===== config.mk =====
export PLATFORM = sky130hd
export DESIGN_NAME = gpio_irq_unit
export DESIGN_NICKNAME = d
export VERILOG_FILES = /design/src/rtl/gpio_irq_pkg.sv /design/src/rtl/gpio_irq_addr_dec.sv /design/src/rtl/gpio_irq_cell.sv /design/src/rtl/gpio_irq_rdport.sv /design/src/rtl/gpio_irq_unit.sv
export SDC_FILE = /design/constraint.sdc
export NUM_CORES = 1
export LEC_CHECK = 0
export ABC_CLOCK_PERIOD_IN_PS = 1550
export BUFFER_PORTS_ARGS = -buffer_cell sky130_fd_sc_hd__buf_2
export CAP_MARGIN = 20
export CORE_MARGIN = 2
export CORE_UTILIZATION = 46
export DETAILED_ROUTE_END_ITERATION = 16
export PLACE_DENSITY_LB_ADDON = 0.3
export RECOVER_POWER = 50
export SLEW_MARGIN = 20
export SYNTH_ARGS = -nofsm -noshare
export SYNTH_HDL_FRONTEND = slang
export SYNTH_SLANG_ARGS = --single-unit

===== constraint.sdc =====
create_clock -name clk -period 1.55 [get_ports clk]
set_clock_uncertainty 0.1 [all_clocks]
set_input_delay 0.155 -clock clk [delete_from_list [all_inputs] [get_ports clk]]
set_output_delay 0.155 -clock clk [all_outputs]
set_load 0.03 [all_outputs]

===== src/rtl/gpio_irq_pkg.sv =====
package gpio_irq_pkg;

    // Width of one line's register word.
    localparam int REG_W        = 4;

    // Write-strobe bit positions. Software relies on this layout.
    localparam int ACK_BIT      = 0;
    localparam int STAT_SET_BIT = 1;
    localparam int ENA_CLR_BIT  = 2;
    localparam int ENA_SET_BIT  = 3;

    // log2 of the byte stride between the words of two lines.
    localparam int STRIDE_LOG2  = 3;

    typedef struct packed {
        logic ack;
        logic stat_set;
        logic ena_clr;
        logic ena_set;
    } line_wr_t;

    typedef struct packed {
        logic prev;
        logic stat;
        logic ena;
    } cell_state_t;

endpackage


===== src/rtl/gpio_irq_addr_dec.sv =====
module gpio_irq_addr_dec
    import gpio_irq_pkg::*;
#(
    parameter int NUM_LINES = 8,
    parameter int ADDR_W    = 12,
    parameter int REG_BASE  = 'h800,
    localparam int IDX_W    = (NUM_LINES > 1) ? $clog2(NUM_LINES) : 1
) (
    input  logic [ADDR_W-1:0] addr,
    output logic              hit,
    output logic [IDX_W-1:0]  idx
);

    logic [ADDR_W-1:0] offset;
    logic [ADDR_W-1:0] slot;

    always_comb begin
        offset = addr - ADDR_W'(REG_BASE);
        slot   = offset >> STRIDE_LOG2;
        hit    = (addr >= ADDR_W'(REG_BASE))
              && (offset[STRIDE_LOG2-1:0] == '0)
              && (slot < ADDR_W'(NUM_LINES));
        idx    = slot[IDX_W-1:0];
    end

endmodule


===== src/rtl/gpio_irq_cell.sv =====
module gpio_irq_cell
    import gpio_irq_pkg::*;
(
    input  logic     clk,
    input  logic     rst_n,
    input  logic     level,
    input  logic     det_en,
    input  logic     det_edge,
    input  line_wr_t wr,
    output logic     stat,
    output logic     ena,
    output logic     irq
);

    cell_state_t s_d, s_q;
    logic        event_d;

    always_comb begin
        s_d      = s_q;
        s_d.prev = level;
        event_d  = det_en && level && (!det_edge || !s_q.prev);

        // A detection event or a software set beats an acknowledge.
        if (event_d || wr.stat_set) begin
            s_d.stat = 1'b1;
        end else if (wr.ack) begin
            s_d.stat = 1'b0;
        end

        if (wr.ena_set) begin
            s_d.ena = 1'b1;
        end else if (wr.ena_clr) begin
            s_d.ena = 1'b0;
        end
    end

    always_ff @(posedge clk or negedge rst_n) begin
        if (!rst_n) begin
            s_q <= '0;
        end else begin
            s_q <= s_d;
        end
    end

    assign stat = s_q.stat;
    assign ena  = s_q.ena;
    assign irq  = s_q.stat & s_q.ena & det_en;

endmodule


===== src/rtl/gpio_irq_rdport.sv =====
module gpio_irq_rdport
    import gpio_irq_pkg::*;
#(
    parameter int NUM_LINES = 8,
    parameter int VEC_W     = 8,
    localparam int IDX_W    = (NUM_LINES > 1) ? $clog2(NUM_LINES) : 1
) (
    input  logic                 hit,
    input  logic [IDX_W-1:0]     idx,
    input  logic [NUM_LINES-1:0] stat_vec,
    input  logic [NUM_LINES-1:0] ena_vec,
    input  logic [VEC_W-1:0]     vec_base,
    output logic [REG_W-1:0]     rd_data,
    output logic [VEC_W-1:0]     rd_vector
);

    always_comb begin
        rd_data   = '0;
        rd_vector = '0;
        if (hit) begin
            rd_data[ACK_BIT]     = stat_vec[idx];
            rd_data[ENA_SET_BIT] = ena_vec[idx];
            rd_vector            = vec_base + VEC_W'({idx, 1'b0});
        end
    end

endmodule


===== src/rtl/gpio_irq_unit.sv =====
module gpio_irq_unit
    import gpio_irq_pkg::*;
#(
    parameter int NUM_LINES = 8,
    parameter int ADDR_W    = 12,
    parameter int REG_BASE  = 'h800,
    parameter int VEC_W     = 8,
    localparam int IDX_W    = (NUM_LINES > 1) ? $clog2(NUM_LINES) : 1
) (
    input  logic                 clk,
    input  logic                 rst_n,
    input  logic [NUM_LINES-1:0] line_level,
    input  logic [NUM_LINES-1:0] cfg_det_en,
    input  logic [NUM_LINES-1:0] cfg_edge_mode,
    input  logic                 wr_en,
    input  logic [ADDR_W-1:0]    wr_addr,
    input  logic [REG_W-1:0]     wr_data,
    input  logic [ADDR_W-1:0]    rd_addr,
    input  logic [VEC_W-1:0]     vec_base,
    output logic [REG_W-1:0]     rd_data,
    output logic [VEC_W-1:0]     rd_vector,
    output logic [NUM_LINES-1:0] irq
);

    logic                 wr_hit, rd_hit;
    logic [IDX_W-1:0]     wr_idx, rd_idx;
    logic [NUM_LINES-1:0] stat_vec, ena_vec;

    gpio_irq_addr_dec #(
        .NUM_LINES (NUM_LINES),
        .ADDR_W    (ADDR_W),
        .REG_BASE  (REG_BASE)
    ) u_wr_dec (
        .addr (wr_addr),
        .hit  (wr_hit),
        .idx  (wr_idx)
    );

    gpio_irq_addr_dec #(
        .NUM_LINES (NUM_LINES),
        .ADDR_W    (ADDR_W),
        .REG_BASE  (REG_BASE)
    ) u_rd_dec (
        .addr (rd_addr),
        .hit  (rd_hit),
        .idx  (rd_idx)
    );

    for (genvar n = 0; n < NUM_LINES; n++) begin : g_line
        line_wr_t wr_line;
        logic     sel;

        always_comb begin
            sel              = wr_en && wr_hit && (wr_idx == IDX_W'(n));
            wr_line.ack      = sel && wr_data[ACK_BIT];
            wr_line.stat_set = sel && wr_data[STAT_SET_BIT];
            wr_line.ena_clr  = sel && wr_data[ENA_CLR_BIT];
            wr_line.ena_set  = sel && wr_data[ENA_SET_BIT];
        end

        gpio_irq_cell u_cell (
            .clk      (clk),
            .rst_n    (rst_n),
            .level    (line_level[n]),
            .det_en   (cfg_det_en[n]),
            .det_edge (cfg_edge_mode[n]),
            .wr       (wr_line),
            .stat     (stat_vec[n]),
            .ena      (ena_vec[n]),
            .irq      (irq[n])
        );
    end

    gpio_irq_rdport #(
        .NUM_LINES (NUM_LINES),
        .VEC_W     (VEC_W)
    ) u_rdport (
        .hit       (rd_hit),
        .idx       (rd_idx),
        .stat_vec  (stat_vec),
        .ena_vec   (ena_vec),
        .vec_base  (vec_base),
        .rd_data   (rd_data),
        .rd_vector (rd_vector)
    );

endmodule


==> flow_summary_export.csv <==
group,metric,value,unit
setup_path,required,1.29,ns
clock_network,tritoncts,"done",
die,core.rowCount,21,
routing,drtIter0Drc,60,
die,io_pins,83,
global_route,track_usage,0.226,
synth,ys_types,41,
setup_path,setup.worst_path.end_class,"primary output",
global_route,antenna_found_initial,0,
sta,fmax,540,MHz
die,die_area,0.00409,sq mm
final_layout,layout-drive-gt1-share,0.520,
synth,synth_common_cells,"dfrtp_1 (24), nand2_1 (24), nor2_1 (12), buf_4 (10), and3_1 (9)",
setup_path,worstPathArrival,1.60,ns
synth,ys_ff_latch,24,
final_layout,diodes,0,
synth,yosys.area.top_type,"dfrtp_1",
sta,worst_slack,-0.304,ns
clock_network,numCtsBuffers,3,
job,cap_violations,0,
routing,ant_nets,0,
global_route,grt_start_max_net_pins,25,
sta,fin_crit_sh,1.20,
synth,ys.flop_type,"dfrtp_1",
synth,synthArstFlopShare,1.00,
global_route,overflow,0,
sta,maxSlewViolCount,0,
clock_network,clkLatencyLatePin,0.30,ns
die,die_h,64.0,microns
synth,synth.area.top_cells,"dfrtp_1 (36%), mux4_2 (5.4%), nand2_1 (5.4%)",
sta,relSlewSlack,0.607,
power,vdd_ir_drop_max,402,uV
setup_path,path_class,"reg2out",
clock_network,path_clk_slew,0.13,ns
synth,synth_top_area_frac,0.363,
clock_network,root_buffer,"clkbuf_4",
place,hpwl,3190,microns
synth,yosys_warnings,0,
synth,yosysSeqAreaShare,0.363,
final_layout,synthToLayoutAreaGrowth,55.4,%
sta,period_needed,1.85,ns
synth,syn_inst,166,
sta,final_hold_viol_count,0,
clock_network,cts.sinks,24,
place,io_buffers,80,
setup_path,crit_fanout,2,
global_route,grt_pass1_vias,1639,
sta,hold_slack,0.0995,ns
routing,detail_route.wl_per_cell,14.7,microns
routing,wirelength,4690,microns
synth,synth_area,0.00165,sq mm
sta,worstMarginPinSlew,0.589,ns
power,power,1.29,mW
routing,drc,0,
final_layout,nets,341,
routing,first_pass_iters,4,
sta,fin_setup_tns,-0.940,ns
synth,synth_edf_count,0,
routing,vias,1712,
min_path,hp-class,"in2reg",
clock_network,clockBufferDepth,2,
power,p_leak,1.23,nW
clock_network,cts_max_level,1,
synth,synth.avg_cell_area,9.96,sq um
die,fp.coreArea,0.00339,sq mm
sta,grt_setup_unrepaired,"true",
power,powerDensity,503,mW/mm^2
place,routabilityCongestion,0.783,
die,start_util,0.488,
die,die_width,64.0,microns
outcome,outcome,"finished with violations",
sta,setup_viol,8,
setup_path,start_kind,"flip-flop",
global_route,grt_first_pass_wirelength,7330,microns
routing,viasPerCell,5.37,
outcome,violations,"setup timing",
[worst max-delay path, cell delays in order, from the launching register on]
cell	delay, ns
dfrtp_1	0.41
mux4_2	0.49
mux2i_1	0.18
nor2_1	0.06
buf_4	0.16
[per-stage QoR]
| step | instance area (sq um) | util | setup WS (ns) | instances |
|---|---|---|---|---|
| after floorplan | 1690 | - | -0.126 | 167 |
| final | 2570 | 0.759 | -0.304 | 319 |
| after global placement | 2170 | 0.639 | -0.286 | 293 |
| after detailed placement | 2170 | 0.639 | -0.310 | 293 |
| after global routing | 2570 | 0.759 | -0.390 | 319 |
| after CTS | 2470 | 0.728 | -0.320 | 316 |
[routing by layer]
layer | vias up | global-route usage | routed length (microns)
met4 | 0 | 0.0571 | 46
li1 | 824 | - | -
met3 | 4 | 0.0299 | 324
met5 | - | 0 | 0
met1 | 805 | 0.289 | 1980
met2 | 79 | 0.401 | 2340
[worst paths after layout]
path,cells past startpoint,slack [ns],endpoint,start
worst max-delay path,4,-0.30,rd_data[0],g_line[2].u_cell.stat$_DFFE_PN0P_
worst min-delay path,3,0.1,g_line[7].u_cell.stat$_DFFE_PN0P_,cfg_det_en[7]
worst max register to register,3,0.49,g_line[6].u_cell.ena$_DFFE_PN0P_,g_line[6].u_cell.ena$_DFFE_PN0P_
worst min register to register,1,0.48,g_line[5].u_cell.stat$_DFFE_PN0P_,g_line[5].u_cell.stat$_DFFE_PN0P_
max in group asynchronous,2,0.69,g_line[4].u_cell.ena$_DFFE_PN0P_,rst_n
min in group asynchronous,2,0.27,g_line[5].u_cell.ena$_DFFE_PN0P_,rst_n
[logic make-up after synthesis]
family | count (synthesis) | synth area share
buffers and inverters | 22 | 0.0794
other | 1 | 0.00227
AOI/OAI and AO/OA | 28 | 0.132
and+or+nand+nor | 77 | 0.301
adders and majority gates | 4 | 0.0348
DFF | 24 | 0.363
muxes | 6 | 0.0666
xor gates and xnor gates | 4 | 0.0212
[registers in the layout (all words and copies together), names as in the netlist]
name	cells
g_line.u_cell.stat	8
g_line.u_cell.ena	8
g_line.u_cell.s_q	8
[final cells by class]
type	count	area, sq um
Fill cell	246	818
Inverter	3	11.3
Timing Repair Buffer	120	801
Clock buffer	4	36.3
Multi-Input combinational cell	122	1060
Sequential cell	24	601
Tap cell	46	57.6
[cells in the final DEF (no fill, tap or decap), types with 3 or more instances in the layout]
master and count:
a22o_1 8, nor2_2 3, and4b_1 3, a221o_1 7, dfrtp_1 24, dlygate4sd3_1 9, nor4_2 3, buf_2 60
nand2_1 23, clkbuf_1 6, clkbuf_4 3, nand3b_1 3, ha_4 3, buf_4 32, nand4_1 3, and3_1 8
nor4_4 4, mux4_2 4, inv_1 3, a21oi_1 7, buf_6 10, nor2_1 8
[report_power, final]
part           internal, mW  switching (mW)  leakage, nW
Sequential            0.637         0.00330        0.275
Combinational         0.168           0.166        0.932
Clock                 0.143           0.174       0.0210
Total                 0.949           0.343         1.23
[timing repair]
item                                    CTS  global route
gates cloned                              0             1
gates resized for setup                  24            22
hold endpoints to repair                 32             0
pin swaps                                10            15
endpoints found under the setup margin    8            13
setup buffers                            10             4
hold buffers                              9             0
Power figures use the tool's default switching activity.
